**src/rtl/cbtim_pkg.sv**
```systemverilog
package cbtim_pkg;

    localparam int SEG_W = 3;
    localparam int SJW_W = 2;
    localparam int LEN_W = 5;

    typedef logic [LEN_W-1:0] qlen_t;

    typedef enum logic [1:0] {
        SEG_SYNC  = 2'd0,
        SEG_TSEG1 = 2'd1,
        SEG_TSEG2 = 2'd2
    } seg_e;

    typedef struct packed {
        seg_e  seg;
        qlen_t idx;
    } qpos_t;

    typedef struct packed {
        logic [SEG_W-1:0] prop_m1;
        logic [SEG_W-1:0] ph1_m1;
        logic [SEG_W-1:0] ph2_m1;
        logic [SJW_W-1:0] sjw_m1;
    } tseg_cfg_t;

    function automatic logic vote3(input logic [2:0] s);
        return (s[0] & s[1]) | (s[0] & s[2]) | (s[1] & s[2]);
    endfunction

    function automatic qlen_t qmin(input qlen_t a, input qlen_t b);
        return (a < b) ? a : b;
    endfunction

    // propagation plus phase 1, both stored as length minus one
    function automatic qlen_t tseg1_len(input tseg_cfg_t c);
        return qlen_t'(c.prop_m1) + qlen_t'(c.ph1_m1) + qlen_t'(2);
    endfunction

    function automatic qlen_t tseg2_len(input tseg_cfg_t c);
        return (c.ph2_m1 == '0) ? qlen_t'(2) : qlen_t'(c.ph2_m1) + qlen_t'(1);
    endfunction

    function automatic qlen_t jump_len(input tseg_cfg_t c);
        return qlen_t'(c.sjw_m1) + qlen_t'(1);
    endfunction

endpackage

```
**src/rtl/cbtim_prescaler.sv**
```systemverilog
module cbtim_prescaler #(
    parameter int BRP_W = 6
) (
    input  logic             clk,
    input  logic             rst,
    input  logic [BRP_W-1:0] brp,
    output logic             tq_tick
);
    localparam int CNT_W = BRP_W + 1;

    logic [CNT_W-1:0] cnt;
    logic [CNT_W-1:0] last;

    // quantum = 2*(brp+1) clocks, so the final count is 2*brp+1
    assign last    = {brp, 1'b1};
    assign tq_tick = (cnt >= last);

    always_ff @(posedge clk) begin
        if (rst)          cnt <= '0;
        else if (tq_tick) cnt <= '0;
        else              cnt <= cnt + 1'b1;
    end
endmodule

```
**src/rtl/cbtim_sampler.sv**
```systemverilog
module cbtim_sampler
    import cbtim_pkg::*;
(
    input  logic clk,
    input  logic rst,
    input  logic tq_tick,
    input  logic rx_line,
    input  logic triple,
    output logic fall_seen,
    output logic voted
);
    // line values at the two previous quantum boundaries, newest in bit 0
    logic [1:0] hist;

    always_ff @(posedge clk) begin
        if (rst)          hist <= 2'b11;
        else if (tq_tick) hist <= {hist[0], rx_line};
    end

    assign fall_seen = tq_tick & hist[0] & ~rx_line;
    assign voted     = triple ? vote3({hist, rx_line}) : rx_line;
endmodule

```
**src/rtl/cbtim_bit_fsm.sv**
```systemverilog
module cbtim_bit_fsm
    import cbtim_pkg::*;
(
    input  logic      clk,
    input  logic      rst,
    input  logic      tq_tick,
    input  logic      fall_seen,
    input  logic      sof_expect,
    input  logic      tx_dominant,
    input  tseg_cfg_t cfg,
    output logic      sample_evt,
    output logic      sync_evt
);
    qpos_t pos, nom, nxt;
    qlen_t t1_len, t1_nom, t2_len, sjw, late_err, early_err, t1_next;
    logic  synced, hard, resync, last_t1, last_t2;

    always_comb begin
        t1_nom  = tseg1_len(cfg);
        t2_len  = tseg2_len(cfg);
        sjw     = jump_len(cfg);
        last_t1 = (pos.idx >= t1_len - qlen_t'(1));
        last_t2 = (pos.idx >= t2_len - qlen_t'(1));

        // nominal successor of the current quantum
        case (pos.seg)
            SEG_SYNC:  nom = '{seg: SEG_TSEG1, idx: '0};
            SEG_TSEG1: nom = last_t1 ? '{seg: SEG_TSEG2, idx: '0}
                                     : '{seg: SEG_TSEG1, idx: pos.idx + qlen_t'(1)};
            SEG_TSEG2: nom = last_t2 ? '{seg: SEG_SYNC, idx: '0}
                                     : '{seg: SEG_TSEG2, idx: pos.idx + qlen_t'(1)};
            default:   nom = '{seg: SEG_SYNC, idx: '0};
        endcase

        // phase error of an edge belonging to the quantum being entered
        late_err  = nom.idx + qlen_t'(1);
        early_err = t2_len - nom.idx;

        hard   = fall_seen & ~synced & sof_expect;
        resync = fall_seen & ~synced & ~sof_expect & ~tx_dominant & (nom.seg != SEG_SYNC);

        nxt     = nom;
        t1_next = t1_len;
        if (hard) begin
            nxt     = '{seg: SEG_SYNC, idx: '0};
            t1_next = t1_nom;
        end else if (resync) begin
            if (nom.seg == SEG_TSEG1) begin
                t1_next = t1_len + qmin(late_err, sjw);
            end else if (early_err <= sjw) begin
                nxt = '{seg: SEG_SYNC, idx: '0};
            end else begin
                nxt = '{seg: SEG_TSEG2, idx: nom.idx + sjw};
            end
        end

        sample_evt = tq_tick & (pos.seg == SEG_TSEG1) & last_t1 & ~hard;
        if (sample_evt) t1_next = t1_nom;
        sync_evt = tq_tick & (nxt.seg == SEG_SYNC);
    end

    always_ff @(posedge clk) begin
        if (rst) begin
            pos    <= '{seg: SEG_SYNC, idx: '0};
            t1_len <= tseg1_len(cfg);
            synced <= 1'b0;
        end else if (tq_tick) begin
            pos    <= nxt;
            t1_len <= t1_next;
            if (hard | resync)   synced <= 1'b1;
            else if (sample_evt) synced <= 1'b0;
        end
    end
endmodule

```
**src/rtl/can_bit_timing.sv**
```systemverilog
module can_bit_timing
    import cbtim_pkg::*;
#(
    parameter int BRP_W = 6
) (
    input  logic             clk,
    input  logic             rst,
    input  logic             rx_line,
    input  logic             sof_expect,
    input  logic             tx_dominant,
    input  logic [BRP_W-1:0] cfg_brp,
    input  logic [2:0]       cfg_prop,
    input  logic [2:0]       cfg_ph1,
    input  logic [2:0]       cfg_ph2,
    input  logic [1:0]       cfg_sjw,
    input  logic             cfg_triple,
    output logic             rx_bit,
    output logic             sample_strobe,
    output logic             tx_strobe
);
    tseg_cfg_t tcfg;
    logic      tq_tick, fall_seen, voted, sample_evt, sync_evt;

    assign tcfg = '{prop_m1: cfg_prop, ph1_m1: cfg_ph1, ph2_m1: cfg_ph2, sjw_m1: cfg_sjw};

    cbtim_prescaler #(.BRP_W(BRP_W)) u_presc (
        .clk     (clk),
        .rst     (rst),
        .brp     (cfg_brp),
        .tq_tick (tq_tick)
    );

    cbtim_sampler u_samp (
        .clk       (clk),
        .rst       (rst),
        .tq_tick   (tq_tick),
        .rx_line   (rx_line),
        .triple    (cfg_triple),
        .fall_seen (fall_seen),
        .voted     (voted)
    );

    cbtim_bit_fsm u_fsm (
        .clk         (clk),
        .rst         (rst),
        .tq_tick     (tq_tick),
        .fall_seen   (fall_seen),
        .sof_expect  (sof_expect),
        .tx_dominant (tx_dominant),
        .cfg         (tcfg),
        .sample_evt  (sample_evt),
        .sync_evt    (sync_evt)
    );

    always_ff @(posedge clk) begin
        if (rst) begin
            rx_bit        <= 1'b1;
            sample_strobe <= 1'b0;
            tx_strobe     <= 1'b0;
        end else begin
            sample_strobe <= sample_evt;
            tx_strobe     <= sync_evt;
            if (sample_evt) rx_bit <= voted;
        end
    end
endmodule

```
**config.mk**
```make
export PLATFORM = sky130hd
export DESIGN_NAME = can_bit_timing
export DESIGN_NICKNAME = d
export VERILOG_FILES = /design/src/rtl/cbtim_pkg.sv /design/src/rtl/cbtim_prescaler.sv /design/src/rtl/cbtim_sampler.sv /design/src/rtl/cbtim_bit_fsm.sv /design/src/rtl/can_bit_timing.sv
export SDC_FILE = /design/constraint.sdc
export NUM_CORES = 1
export LEC_CHECK = 0
export ABC_AREA = 1
export ABC_CLOCK_PERIOD_IN_PS = 5300
export BUFFER_PORTS_ARGS = -buffer_cell sky130_fd_sc_hd__buf_2
export CORE_MARGIN = 5
export CORE_UTILIZATION = 55
export CTS_CLUSTER_SIZE = 24
export DETAILED_ROUTE_END_ITERATION = 6
export PLACE_DENSITY = 0.75
export SETUP_SLACK_MARGIN = 0.3
export SYNTH_ARGS = -nofsm -noshare
export SYNTH_HDL_FRONTEND = slang
export SYNTH_HIERARCHICAL = 1
export SYNTH_SLANG_ARGS = --single-unit
```
**constraint.sdc**
```tcl
create_clock -name clk -period 5.3 [get_ports clk]
set_clock_uncertainty 0.05 [all_clocks]
set_input_delay 1.06 -clock clk [delete_from_list [all_inputs] [get_ports clk]]
set_output_delay 1.06 -clock clk [all_outputs]
set_load 0.005 [all_outputs]
```
== Yosys cells after proc, flatten, opt, wreduce, memory -nomap -nowiden ==
Cells that the tools add are included.

* $add $sub $neg: 12
* Magnitude comparators: 5
* Equal/unequal tests: 3
* Multiplexer cells: 18
* Bitwise gates (word level): 22
* Reduce and logical (&&, ||, !) cells: 11

{| class="wikitable"
|+ Operators by type and width
! kind !! count
|-
| 7-bit two-way mux || 6
|-
| 5-bit two-way mux || 8
|-
| 7-bit case mux with 3 select lines || 1
|-
| 1-bit AND || 14
|-
| 5-bit by 1-bit adder with 5-bit output (second input constant) || 2
|-
| 5-bit adder || 2
|-
| 5-bit greater-or-equal comparator || 2
|-
| 5-bit by 1-bit subtractor with 5-bit output (second input constant) || 2
|-
| 4-bit nonzero test || 2
|-
| 7-bit by 1-bit adder with 7-bit output (second input constant) || 1
|-
| 7-bit greater-or-equal comparator || 1
|-
| 2-bit nonzero test || 3
|-
| 4-bit by 2-bit adder with 5-bit output (second input constant) || 1
|-
| 5-bit <= comparator || 1
|-
| 5-bit < comparator || 1
|-
| 1-bit inverter || 5
|-
| 5-bit subtractor || 1
|-
| 3-bit by 1-bit adder with 4-bit output (second input constant) || 1
|-
| 3-bit by 3-bit adder with 4-bit output || 1
|-
| 2-bit by 1-bit equality test with 1-bit output (second input constant) || 2
|-
| 2-bit zero test || 2
|-
| 2-bit by 1-bit adder with 3-bit output (second input constant) || 1
|-
| 3-bit zero test || 1
|-
| 1-bit two-way mux || 3
|-
| 5 further kinds || 7
|}

* Register bits: 25
* Input port bits: 23
* Word-level logic and storage cells: 80

== Logic depth before layout (Yosys ltp) ==
Gate-level depths: netlist (run 1).

* Word-level depth: 16
* Depth in mapped cells: 31
* Gate-level depth less buffers: 31

== Modules after synthesis ==
Netlist (run 1), hierarchy kept.

{| class="wikitable"
|+ Modules (own cells, without submodules)
! module !! times used !! cells each !! area an instance (µm²) !! seq. area each (µm²)
|-
| cbtim_bit_fsm || 1 || 301 || 2082.0 || 310.3
|-
| cbtim_prescaler || 1 || 70 || 486.7 || 140.1
|-
| cbtim_sampler || 1 || 20 || 110.1 || 40.0
|-
| can_bit_timing || 1 || 11 || 98.8 || 60.1
|}

== Worst setup path before layout (run 1) ==
Ideal clock, no wire load.

* Path type: input to register
* Start point: input port cfg_ph2[0]
* End point: register u_fsm.t1_len[4] (data pin)
* Arrival time: 5271 ps
* Setup slack: -283 ps
* Cell stages on the path: 30
* Buffers on the path: 0
* Cell sequence: inv_1 ha_1 a21oi_1 ha_1 or3b_2 ha_1 nand2_1 inv_1 nor2_2 nand3_2 nand2_4 inv_1 nor2_1 ha_1 xor2_1 inv_1 ha_1 nand2_1 inv_1 a21oi_1 nand3_2 nand2_1 nand2_1 ha_1 fa_1 nand3_1 nand2_1 xor2_1 nand2_1 o21ai_0

* Word-level cells in the longest chain between the ends: 16
* Elaborated cells on any way between the ends: 17
* Classes of those cells: add/sub (4); order compare (2); mux (10); reduce/logical (1)

{| class="wikitable"
|+ Ends and longest elaborated chain
! what !! line !! text
|-
| start, declared || can_bit_timing.sv:14 || <nowiki>input logic [2:0] cfg_ph2,</nowiki>
|-
| 3-bit by 1-bit adder with 4-bit output or 3-bit zero test (tied branches) || cbtim_pkg.sv:41 || <nowiki>return (c.ph2_m1 == '0) ? qlen_t'(2) : qlen_t'(c.ph2_m1) + qlen_t'(1);</nowiki>
|-
| 5-bit two-way mux (*) || cbtim_pkg.sv:41 ||
|-
| 5-bit by 1-bit subtractor with 5-bit output (*) || cbtim_bit_fsm.sv:23 || <nowiki>last_t2 = (pos.idx >= t2_len - qlen_t'(1));</nowiki>
|-
| 5-bit greater-or-equal comparator (*) || cbtim_bit_fsm.sv:23 ||
|-
| 7-bit two-way mux (*) || cbtim_bit_fsm.sv:30 || <nowiki>SEG_TSEG2: nom = last_t2 ? '{seg: SEG_SYNC, idx: '0}</nowiki>
|-
| 7-bit case mux with 3 select lines (*) || cbtim_bit_fsm.sv:26 || <nowiki>case (pos.seg)</nowiki>
|-
| 5-bit by 1-bit adder with 5-bit output (*) || cbtim_bit_fsm.sv:36 || <nowiki>late_err = nom.idx + qlen_t'(1);</nowiki>
|-
| 5-bit < comparator || cbtim_pkg.sv:32 || <nowiki>return (a < b) ? a : b;</nowiki>
|-
| 5-bit two-way mux (*) || cbtim_pkg.sv:32 ||
|-
| 5-bit adder (*) || cbtim_bit_fsm.sv:49 || <nowiki>t1_next = t1_len + qmin(late_err, sjw);</nowiki>
|-
| 5-bit two-way mux (*) || cbtim_bit_fsm.sv:48 || <nowiki>if (nom.seg == SEG_TSEG1) begin</nowiki>
|-
| 5-bit two-way mux (*) || cbtim_bit_fsm.sv:47 || <nowiki>end else if (resync) begin</nowiki>
|-
| 5-bit two-way mux (*) || cbtim_bit_fsm.sv:44 || <nowiki>if (hard) begin</nowiki>
|-
| 5-bit two-way mux (*) || cbtim_bit_fsm.sv:58 || <nowiki>if (sample_evt) t1_next = t1_nom;</nowiki>
|-
| 5-bit two-way mux (*) || cbtim_bit_fsm.sv:67 || <nowiki>end else if (tq_tick) begin</nowiki>
|-
| 5-bit two-way mux (*) || cbtim_bit_fsm.sv:63 || <nowiki>if (rst) begin</nowiki>
|-
| end signal, assigned || cbtim_bit_fsm.sv:65 || <nowiki>t1_len <= tseg1_len(cfg);</nowiki>
|-
| end signal, assigned || cbtim_bit_fsm.sv:69 || <nowiki>t1_len <= t1_next;</nowiki>
|-
| end, declared || cbtim_bit_fsm.sv:15 || <nowiki>qlen_t t1_len, t1_nom, t2_len, sjw, late_err, early_err, t1_next;</nowiki>
|}

Mark *: on every way between the ends. The rest lies on a longest branch, timed or not. The select of a mux whose other input is x is not followed.
A chain may end at the register's enable or synchronous reset.

== Worst setup path in the final report (run 1) ==
* Start point: input port cfg_ph2[1]
* End point: register u_fsm.t1_len[4] (data pin)

Same word-level chain as after synthesis.

==> summary.txt, run 1 <==
Status
  • Outcome: finished, final reports clean

Floorplanning
  • Die Y: 81.1 um
  • Floorplan row count: 25
  • Die Width: 81.1 um
  • Die area: 6570 um2
  • Core ar.: 4820 um2
  • Initial Util: 0.577
  • # IOs: 26

Synth
  • Yosys cell types: 37
  • EDFF count, synth: 5
  • Syn Inst Count: 402
  • Seq/Total Area, Yosys: 0.198
  • Avg Inst Size Synth: 6.91 um2
  • Top_reg_cell synth: dfxtp_1
  • Yosys Warn Count: 6
  • Mapped Area: 2780 um2
  • Flops & latches, synth: 25
  • Post-Synthesis Net Count: 475
  • Post-synth ARST share: 0

STA
  • Setup TNS: 0 ns
  • Final Hold Vio Count: 0
  • Fmax: 0.202 GHz
  • Final worst path period need: 4.95 ns
  • RSZ-0062 raised after global routing: yes
  • Final setup viols: 0
  • Fin. max-slew vios: 0
  • Final worst path period share: 0.933

Clock network
  • Clock Path Buffers: 2
  • Root Driver: clkbuf_8
  • CTS Buf Count: 3
  • CTS clk-pin slew, worst paths: 0.10 ns
  • Number of clock sinks: 25
  • Clock Latency Late Sink: 0.27 ns
  • H-tree depth: 1
  • Clock tree from TritonCTS: yes
  • Hold bufs inserted after CTS: 0

Place
  • IO buf count: 25
  • Gpl congestion: 0.872
  • Area after DPL: 3190 um2
  • Placed cells: 509
  • Dpl hpwl: 4790 um

Power
  • Pleak: 1.80 nW
  • VDD IR max: 0.000102 V
  • PD cells: 146 nW/um2
  • Overall power: 495 uW

Final layout
  • Fillers: 431
  • Nets@finish: 526
  • N_diodes: 0
  • Layout cell share with drive strength beyond 1: 0.243
  • Post-route design area: 3380 um2
  • Fin cells: 519
  • Commonest non-fill, non-tap cells in the layout: 104 x nand2_1, 66 x inv_1, 38 x ha_1, 30 x nor2_1, 24 x nand3_1
  • Synth-to-Final Area Change: 21.8%
  • Most common cell after layout, fill and taps aside: nand2_1

Setup path
  • CP max FO: 3
  • Most common cell on crit path: ha_4
  • CP required: 5.29 ns
  • Crit-path max cell delay: 0.38 ns
  • Critical path arrival: 4.93 ns
  • Startpoint Class: input pin
  • Critical path endpoint category: flop
  • CP delay by family, top: simple AND/OR/NAND/NOR gates
  • Cell with the largest stage delay on the worst path: or3b_4
  • Setup CP Type: input pin to flop
  • CP bufs+invs: 5

GRT
  • All-Layer GR Usage: 0.187
  • Total grt overflow: 0
  • Wire length of the first global-routing pass: 9920 um
  • Largest net degree at the start of global routing: 16
  • Vias in the first global route: 2403
  • Initial antenna violation count: 0

Detailed routing
  • Total iterations of the first detailed-routing run: 4
  • ANT nets after route: 0
  • Routed WL: 5740 um
  • Residual DRC: 0
  • Initial drt markers: 130
  • Via density: 4.89
  • DR WL/cell: 11.1 um
  • Via count: 2536

Job
  • MaxCap Viol Count: 0

Worst hold path
  • Min-Delay Path Class: flop to flop
-- routing by layer --
metal,vias up,global-route usage,part of all wire
met4,0,0.0355,0.0092
met3,4,0.0188,0.040
met2,48,0.345,0.46
met1,1113,0.236,0.49
met5,-,0,0
li1,1371,-,-
-- cell usage after synthesis, drive strengths merged, types with 5 or more instances --
master / instances / area, um2
ha: 46 / 576
edfxtp: 5 / 150
o21ai: 7 / 35.0
a21oi: 14 / 73.8
inv: 73 / 274
nand2: 120 / 485
dfxtp: 20 / 400
xor2: 9 / 78.8
xnor2: 9 / 78.8
nor2: 40 / 180
nand3: 32 / 198
-- stage by stage --
stage	utilization	setup slack, ns	hold WS [ns]
6_report	0.703	0.355	0.427
4_1_cts	0.680	0.308	0.432
3_5_place_dp	0.662	-0.140	0.405
3_3_place_gp	0.662	-0.0129	0.401
5_1_grt	0.703	0.160	0.464
2_1_floorplan	-	0.211	0.379
-- final cells by class --
class	instances	area [um2]	area share
Sequential cell	25	551	0.163
Multi-Input combinational cell	302	2090	0.618
Clock buffer	3	41.3	0.0122
Tap cell	67	83.8	0.0248
Inverter	75	302	0.0891
Timing Repair Buffer	46	308	0.0909
Clock inverter	1	7.51	0.00222
-- kinds of logic after synthesis --
kind of cell / share of synthesized area
simple gates: 0.341
buf+inv: 0.101
fa+ha+maj: 0.236
compound gates: 0.0658
flops: 0.198
xor+xnor: 0.0568
other cells: 0.00135
-- worst min-delay path: cells and delay by family (launching register included) --
family / cells / cell delay [ns]
and+or+nand+nor: 2 / 0.11
DFF: 1 / 0.33
-- sequential cells by signal (all words and copies together), names as in the netlist --
signal	flops
u_fsm/pos	7
u_presc/cnt	7
tx_strobe	1
u_fsm/t1_len	5
u_fsm/synced	1
u_samp/hist	2
sample_strobe	1
rx_bit	1
-- final timing paths --
check / start / end / slack [ns] / cells past startpoint
max reg2reg: u_fsm/t1_len[0] / u_fsm/t1_len[4] / 0.92 / 28
min: rx_bit / rx_bit / 0.43 / 2
min reg2reg: rx_bit / rx_bit / 0.43 / 2
max: cfg_ph2[1] / u_fsm/t1_len[4] / 0.35 / 30
-- what timing repair did --
item / CTS / global route
gates cloned: 0 / 0
endpoints found under the hold margin: 0 / 0
resized for setup: 3 / 21
endpoints found under the setup margin: 4 / 11
pin swaps: 5 / 16
buffers inserted: 4 / 2
-- where the power goes --
| part | internal (mW) | total [mW] | switching (mW) | leakage, nW |
|---|---|---|---|---|
| Clock | 0.0533 | 0.118 | 0.0643 | 0.0217 |
| Sequential | 0.202 | 0.210 | 0.00778 | 0.209 |
| Combinational | 0.0784 | 0.168 | 0.0893 | 1.56 |
Note: power is estimated with default switching activity, not from simulation.
==> inputs of run 2 (changes only) <==
--- a/config.mk
+++ b/config.mk
@@ -16,5 +16,4 @@
 export SETUP_SLACK_MARGIN = 0.3
 export SYNTH_ARGS = -nofsm -noshare
 export SYNTH_HDL_FRONTEND = slang
-export SYNTH_HIERARCHICAL = 1
 export SYNTH_SLANG_ARGS = --single-unit
==> run 2 against run 1 <==
Against the previous run:
- global-route usage rose by 0.58 points
- final cell count fell by 2.7%
- register-to-register slack got worse by 0.14 ns
- utilization fell by 0.93 points
- first-iteration DRC count rose by 12%
- critical path depth rose by 3
- clock power barely moved
- routed wire length rose by 8.8%
- sequential power rose by 3%
- critical endpoint is now u_fsm.t1_len[4]
- largest power group unchanged
- highest routed layer unchanged
==> summary.txt, run 2 <==
Setup path
  • Setup CP Type: input pin to flop
  • Most common cell on crit path: nand2_2
  • Worst setup path end: u_fsm.t1_len[4]
  • Critical path endpoint category: flop
  • Crit. Startpoint: cfg_ph2[0]
  • CP required: 5.27 ns
  • Startpoint Class: input pin
  • Worst reg2reg endpoint: u_fsm.t1_len[4]
  • Reg2Reg Depth: 28
  • Crit-path max cell delay: 0.36 ns
  • FF-to-FF setup slack: 0.78 ns
  • CP max FO: 4
  • Cell with the largest stage delay on the worst path: fa_2
  • Critical path arrival: 4.92 ns
  • Worst r2r src: u_fsm.t1_len[1]

Final layout
  • Layout cell share with drive strength beyond 1: 0.240
  • Biggest regs: u_fsm.pos: 7 flops, u_presc.cnt: 7 flops, u_fsm.t1_len: 5 flops
  • Fillers: 431
  • Nets@finish: 511
  • N_diodes: 0
  • Commonest non-fill, non-tap cells in the layout: 89 x nand2_1, 59 x inv_1, 38 x ha_1, 26 x nor2_1, 25 x nand3_1
  • Most common cell after layout, fill and taps aside: nand2_1
  • Synth-to-Final Area Change: 21.4%

STA
  • Relative slew slack: 0.606
  • Fmax: 0.202 GHz
  • Final setup viols: 0
  • Final worst path period share: 0.933
  • Final worst path period need: 4.95 ns
  • Fin. max-slew vios: 0
  • Worst Tran Pin Value: 0.585 ns
  • RSZ-0062 raised after global routing: yes
  • Final Hold Vio Count: 0
  • Hold WS: 0.417 ns

Detailed routing
  • Via density: 5.15
  • Total iterations of the first detailed-routing run: 4
  • Via count: 2599
  • Initial drt markers: 145
  • Routed WL: 6250 um
  • Residual DRC: 0
  • ANT nets after route: 0
  • DR WL/cell: 12.4 um

GRT
  • Initial antenna violation count: 0
  • Largest net degree at the start of global routing: 16
  • Total grt overflow: 0
  • Vias in the first global route: 2406
  • All-Layer GR Usage: 0.193
  • Wire length of the first global-routing pass: 10000 um

Clock network
  • Clock Path Buffers: 2
  • Clock tree from TritonCTS: yes
  • Hold bufs inserted after CTS: 0
  • Root Driver: clkbuf_8
  • CTS Buf Count: 3
  • Clock Latency Late Sink: 0.27 ns
  • CTS clk-pin slew, worst paths: 0.09 ns
  • Number of clock sinks: 25
  • H-tree depth: 1

Synth
  • Commonest cells in the netlist: 98 x nand2_1, 65 x inv_1, 45 x ha_1
  • Post-synth top area share: 0.206
  • Post-synth ARST share: 0
  • Avg Inst Size Synth: 6.96 um2
  • Yosys Warn Count: 0
  • Flops & latches, synth: 25
  • Post-Synthesis Net Count: 465
  • Seq/Total Area, Yosys: 0.201
  • Syn Inst Count: 393
  • Largest cells by area after synthesis: ha_1 21%, dfxtp_1 15%, nand2_1 13%
  • Yosys cell types: 38
  • EDFF count, synth: 5
  • Most common cell in the synthesized netlist: nand2_1
  • Mapped Area: 2730 um2
  • Synth area leader: ha_1
  • Top_reg_cell synth: dfxtp_1

Power
  • VDD IR max: 0.000189 V
  • Overall power: 534 uW
  • Pleak: 1.76 nW
  • PD cells: 161 nW/um2

Status
  • Outcome: finished, final reports clean

Place
  • Gpl congestion: 0.850
  • Dpl hpwl: 4970 um
  • IO buf count: 25

Job
  • MaxCap Viol Count: 0

Floorplanning
  • Die Y: 80.5 um
  • Core ar.: 4790 um2
  • Die area: 6480 um2
  • Floorplan row count: 25
  • Die Width: 80.5 um
  • # IOs: 26
  • Initial Util: 0.571

Worst hold path
  • Min-Delay Path Class: flop to flop
[run 2: cell count changes in the layout (fill, tap and decap cells not counted), sizes merged, moves of 3 or more]
cell / before / now
a21oi: 14 / 18
buf: 46 / 41
inv: 73 / 68
nand2: 120 / 111
nand4: 4 / 7
nor2: 40 / 33
nor3: 3 / 6
o21ai: 7 / 12
[run 2: through the flow]
step           setup TNS (ns)  worst slack [ns]  cells   util  cell area [um2]
2_1_floorplan               0             0.302    393      -             2830
3_3_place_gp                0             0.105    491  0.645             3090
3_5_place_dp          -0.0463           -0.0251    491  0.645             3090
4_1_cts                     0             0.321    498  0.660             3160
5_1_grt                     0            0.0230    505  0.693             3320
6_report                    0             0.354    505  0.693             3320
[run 2: cells by family after synthesis]
| group | count (synthesis) | share of synthesized area |
|---|---|---|
| buffers and inverters | 71 | 0.0998 |
| other | 1 | 0.00137 |
| flip-flops | 25 | 0.201 |
| AND/OR/NAND/NOR | 193 | 0.334 |
| AO/OA/AOI/OAI | 39 | 0.0801 |
| adder cells (fa/ha/maj) | 50 | 0.239 |
| XOR/XNOR | 14 | 0.0449 |
[run 2: per-layer routing]
layer,GRT usage,vias to the layer above,routed length [um]
met5,0,-,0
met4,0.0422,0,106
met3,0.0291,10,301
met2,0.341,56,3050
met1,0.246,1173,2800
li1,-,1360,-
[run 2: final cells by class]
type	instances	area [um2]	share of cell area
tap	67	83.8	0.0253
clock inverter	1	6.26	0.00189
multi-input combinational	297	2080	0.627
clock buffer	3	41.3	0.0124
inverter	71	288	0.0867
sequential	25	551	0.166
timing repair buffer	41	269	0.0811
[run 2: what timing repair did]
action	CTS	global route
cloned	0	0
setup endpoints to repair	2	11
gates resized for setup	1	27
setup buffers	3	7
pin swaps	3	22
[run 2: worst max-delay path, delay by kind of cell]
family,cells,cell delay [ns]
simple gates,16,1.48
fa+ha+maj,6,1.42
xor+xnor,3,0.43
buf+inv,6,0.38
compound gates,2,0.12
[run 2: power by group]
group	internal, mW	switching, mW	leakage, nW	total [mW]
Sequential	0.206	0.0113	0.211	0.217
Combinational	0.0906	0.108	1.53	0.199
Clock	0.0538	0.0647	0.0260	0.118
[run 2: how the worst min path moves through the flow]
stage                    from        endpoint  slack [ns]  cells past startpoint
4_1_cts          u_fsm.synced    u_fsm.synced        0.42                      2
2_1_floorplan  u_presc.cnt[0]  u_presc.cnt[0]        0.38                      1
3_5_place_dp   u_presc.cnt[0]  u_presc.cnt[0]        0.40                      1
5_1_grt        u_presc.cnt[0]  u_presc.cnt[0]        0.46                      1
3_3_place_gp   u_presc.cnt[0]  u_presc.cnt[0]        0.40                      1
6_report       u_presc.cnt[0]  u_presc.cnt[0]        0.42                      1
==> inputs of run 3 (changes only) <==
--- a/config.mk
+++ b/config.mk
@@ -5,14 +5,14 @@
 export SDC_FILE = /design/constraint.sdc
 export NUM_CORES = 1
 export LEC_CHECK = 0
-export ABC_AREA = 1
+export ABC_AREA = 0
 export ABC_CLOCK_PERIOD_IN_PS = 5300
 export BUFFER_PORTS_ARGS = -buffer_cell sky130_fd_sc_hd__buf_2
 export CORE_MARGIN = 5
-export CORE_UTILIZATION = 55
+export CORE_UTILIZATION = 54
 export CTS_CLUSTER_SIZE = 24
 export DETAILED_ROUTE_END_ITERATION = 6
-export PLACE_DENSITY = 0.75
+export PLACE_DENSITY = 0.74
 export SETUP_SLACK_MARGIN = 0.3
 export SYNTH_ARGS = -nofsm -noshare
 export SYNTH_HDL_FRONTEND = slang
==> run 3 against run 2 <==
Against the previous run:
- global-route usage is 0.060 points higher
- final cell count fell by 20%
- sequential cell count unchanged
- critical path type unchanged
- sequential power is essentially flat
- register-to-register slack got worse by 0.34 ns
- combinational power grew 7%
- die area fell by 5.1%
- highest routed layer unchanged
==> summary.txt, run 3 <==
Status
  • Outcome: finished, final reports clean

Synth
  • Post-Synthesis Net Count: 371
  • EDFF count, synth: 5
  • Largest family of logic cells by synthesized area: adder cells
  • Synth Area in Compound Gates: 0.184
  • Largest cells by area after synthesis: ha_1 22%, dfxtp_1 16%, edfxtp_1 5.9%
  • Synth Area in XOR/XNOR: 0.0826
  • Post-Synth Adder-Cell Area: 0.254
  • Syn Inst Count: 299
  • Yosys Warn Count: 0
  • Simple-gate portion of the synthesized area: 0.167
  • Synth area leader: ha_1
  • Yosys cell types: 55
  • Avg Inst Size Synth: 8.46 um2
  • Commonest cells in the netlist: 45 x ha_1, 32 x inv_1, 22 x nand2_1
  • Top_reg_cell synth: dfxtp_1
  • Mapped Area: 2530 um2
  • Post-synth ARST share: 0
  • Seq/Total Area, Yosys: 0.218
  • Post-synthesis mux area share: 0.0336
  • Most common cell in the synthesized netlist: ha_1
  • Post-synth top area share: 0.223
  • Flops & latches, synth: 25

Floorplanning
  • # IOs: 26
  • Floorplan row count: 25
  • Initial Util: 0.546
  • Die Width: 78.4 um
  • Core ar.: 4630 um2
  • Die area: 6150 um2
  • Die Y: 78.4 um

Detailed routing
  • Residual DRC: 0
  • Initial drt markers: 170
  • ANT nets after route: 0
  • Via count: 2293
  • Routed WL: 5810 um
  • DR WL/cell: 14.4 um
  • Via density: 5.68
  • Total iterations of the first detailed-routing run: 4

Final layout
  • Fillers: 364
  • Nets@finish: 423
  • Commonest non-fill, non-tap cells in the layout: 38 x ha_1, 30 x inv_1, 25 x buf_4, 23 x buf_2
  • N_diodes: 0
  • Fin cells: 404
  • Post-layout util: 0.685
  • Layout cell share with drive strength beyond 1: 0.280
  • Biggest regs: u_fsm.pos: 7 flops, u_presc.cnt: 7 flops, u_fsm.t1_len: 5 flops
  • Synth-to-Final Area Change: 25.3%
  • Most common cell after layout, fill and taps aside: ha_1

Clock network
  • Root Driver: clkbuf_8
  • Number of clock sinks: 25
  • Clock Path Buffers: 2
  • Clock tree from TritonCTS: yes
  • CTS Buf Count: 3
  • Clock Latency Late Sink: 0.27 ns
  • H-tree depth: 1
  • CTS clk-pin slew, worst paths: 0.09 ns
  • Hold bufs inserted after CTS: 0

GRT
  • Initial antenna violation count: 0
  • Largest net degree at the start of global routing: 17
  • Vias in the first global route: 2219
  • All-Layer GR Usage: 0.193
  • Total grt overflow: 0
  • Wire length of the first global-routing pass: 9710 um

Power
  • P_sw: 180 uW
  • Reg power frac: 0.401
  • Pleak: 1.45 nW
  • Combinational power share: 0.387
  • VDD IR max: 0.000110 V
  • PD cells: 173 nW/um2
  • Clk pwr share: 0.211
  • Int Power: 369 uW
  • Overall power: 549 uW
  • Net Sw Frac: 0.328

Setup path
  • Cell with the largest stage delay on the worst path: fa_2
  • Reg2Reg Depth: 21
  • Worst setup path end: u_fsm.t1_len[4]
  • Crit. Startpoint: cfg_ph2[1]
  • CP bufs+invs: 2
  • FF-to-FF setup slack: 0.44 ns
  • CP max FO: 3
  • CP delay by family, top: adder cells
  • Worst r2r src: u_fsm.t1_len[1]
  • Critical path arrival: 5.02 ns
  • Critical path endpoint category: flop
  • Startpoint Class: input pin
  • Worst reg2reg endpoint: u_fsm.t1_len[4]
  • Levels on crit path: 27
  • Setup CP Type: input pin to flop
  • Crit-path max cell delay: 0.37 ns
  • CP required: 5.28 ns

Job
  • MaxCap Viol Count: 0

Place
  • Setup WS pre-CTS: -0.183 ns
  • Gpl congestion: 0.916
  • IO buf count: 25
  • Dpl hpwl: 4570 um
  • Placed cells: 392

STA
  • Final worst path period share: 0.951
  • Relative slew slack: 0.487
  • Fin. max-slew vios: 0
  • RSZ-0062 raised after global routing: yes
  • Setup TNS: 0 ns
  • Fmax: 0.198 GHz
  • Worst Tran Pin Value: 0.762 ns
  • Final setup viols: 0
  • Final Hold Vio Count: 0
  • Min setup slack post-route: 0.260 ns
  • Final worst path period need: 5.04 ns

Worst hold path
  • Min-Delay Path Class: flop to flop
## run 3: cell count changes after synthesis, sizes merged, moves of 7 or more
cell / before / now
nand2: 111 / 22
inv: 67 / 32
nand3: 30 / 13
nor2: 33 / 18
o21ai: 12 / 21
nand4: 7 / 0
## run 3: cell families (layout without fill, tap and decap cells)
group | Yosys count | count (layout)
flip-flops | 25 | 25
AND/OR/NAND/NOR | 84 | 84
AO/OA/AOI/OAI | 73 | 73
adder cells (fa/ha/maj) | 49 | 49
XOR/XNOR | 23 | 23
buffers and inverters | 36 | 87
multiplexers | 8 | 8
other | 1 | 1
## run 3: per-stage QoR
step | hold WS, ns | area (um2)
6_report | 0.417 | 3170
5_1_grt | 0.440 | 3170
4_1_cts | 0.423 | 3020
3_5_place_dp | 0.402 | 2930
3_3_place_gp | 0.393 | 2930
2_1_floorplan | 0.376 | 2630
## run 3: how the worst min path moves through the flow
stage | start | endpoint | cells past startpoint | slack [ns]
2_1_floorplan | u_presc.cnt[0] | u_presc.cnt[0] | 1 | 0.38
3_3_place_gp | u_presc.cnt[0] | u_presc.cnt[0] | 1 | 0.39
3_5_place_dp | u_presc.cnt[0] | u_presc.cnt[0] | 1 | 0.40
4_1_cts | u_presc.cnt[0] | u_presc.cnt[0] | 1 | 0.42
5_1_grt | u_presc.cnt[0] | u_presc.cnt[0] | 1 | 0.44
6_report | u_presc.cnt[0] | u_presc.cnt[0] | 1 | 0.42
## run 3: power by group through the flow
| stage | sequential (mW) | combinational (mW) | clock, mW |
|---|---|---|---|
| 2_1_floorplan | 0.220 | 0.134 | 0 |
| 3_3_place_gp | 0.223 | 0.180 | 0 |
| 3_5_place_dp | 0.223 | 0.186 | 0 |
| 4_1_cts | 0.219 | 0.192 | 0.120 |
| 5_1_grt | 0.222 | 0.240 | 0.128 |
| 6_report | 0.220 | 0.213 | 0.116 |
## run 3: layout make-up
class	instances	area, um2	area share
repair buffers	51	345	0.109
flip-flops and latches	25	551	0.174
clock buffers	3	41.3	0.0130
well taps	54	67.6	0.0213
inverters	32	135	0.0426
clock inverters	1	5.00	0.00158
multi-input cells	238	2030	0.639
## run 3: what timing repair did
item | in CTS | in global routing
setup buffers | 2 | 6
resized for setup | 8 | 21
pin swaps | 12 | 7
setup endpoints to repair | 10 | 11
## run 3: worst reg2reg max path, cell delays in order (launching register included)
cell	delay [ns]
edfxtp_1	0.46
inv_1	0.07
ha_1	0.21
xnor2_1	0.14
ha_1	0.31
a21oi_1	0.17
o21ai_1	0.15
o41ai_2	0.54
nand2b_4	0.27
and2_4	0.16
ha_4	0.21
ha_4	0.20
nor2b_1	0.12
o21ai_1	0.12
nand3b_1	0.16
mux2_4	0.35
fa_2	0.37
a21o_1	0.20
a21oi_2	0.14
xnor2_1	0.08
nand2_1	0.07
o21ai_1	0.05
## run 3: metal layers
metal | GRT usage | routed length (um)
met5 | 0 | 0
met4 | 0.0559 | 91
met3 | 0.0310 | 260
met2 | 0.340 | 2860
met1 | 0.243 | 2600
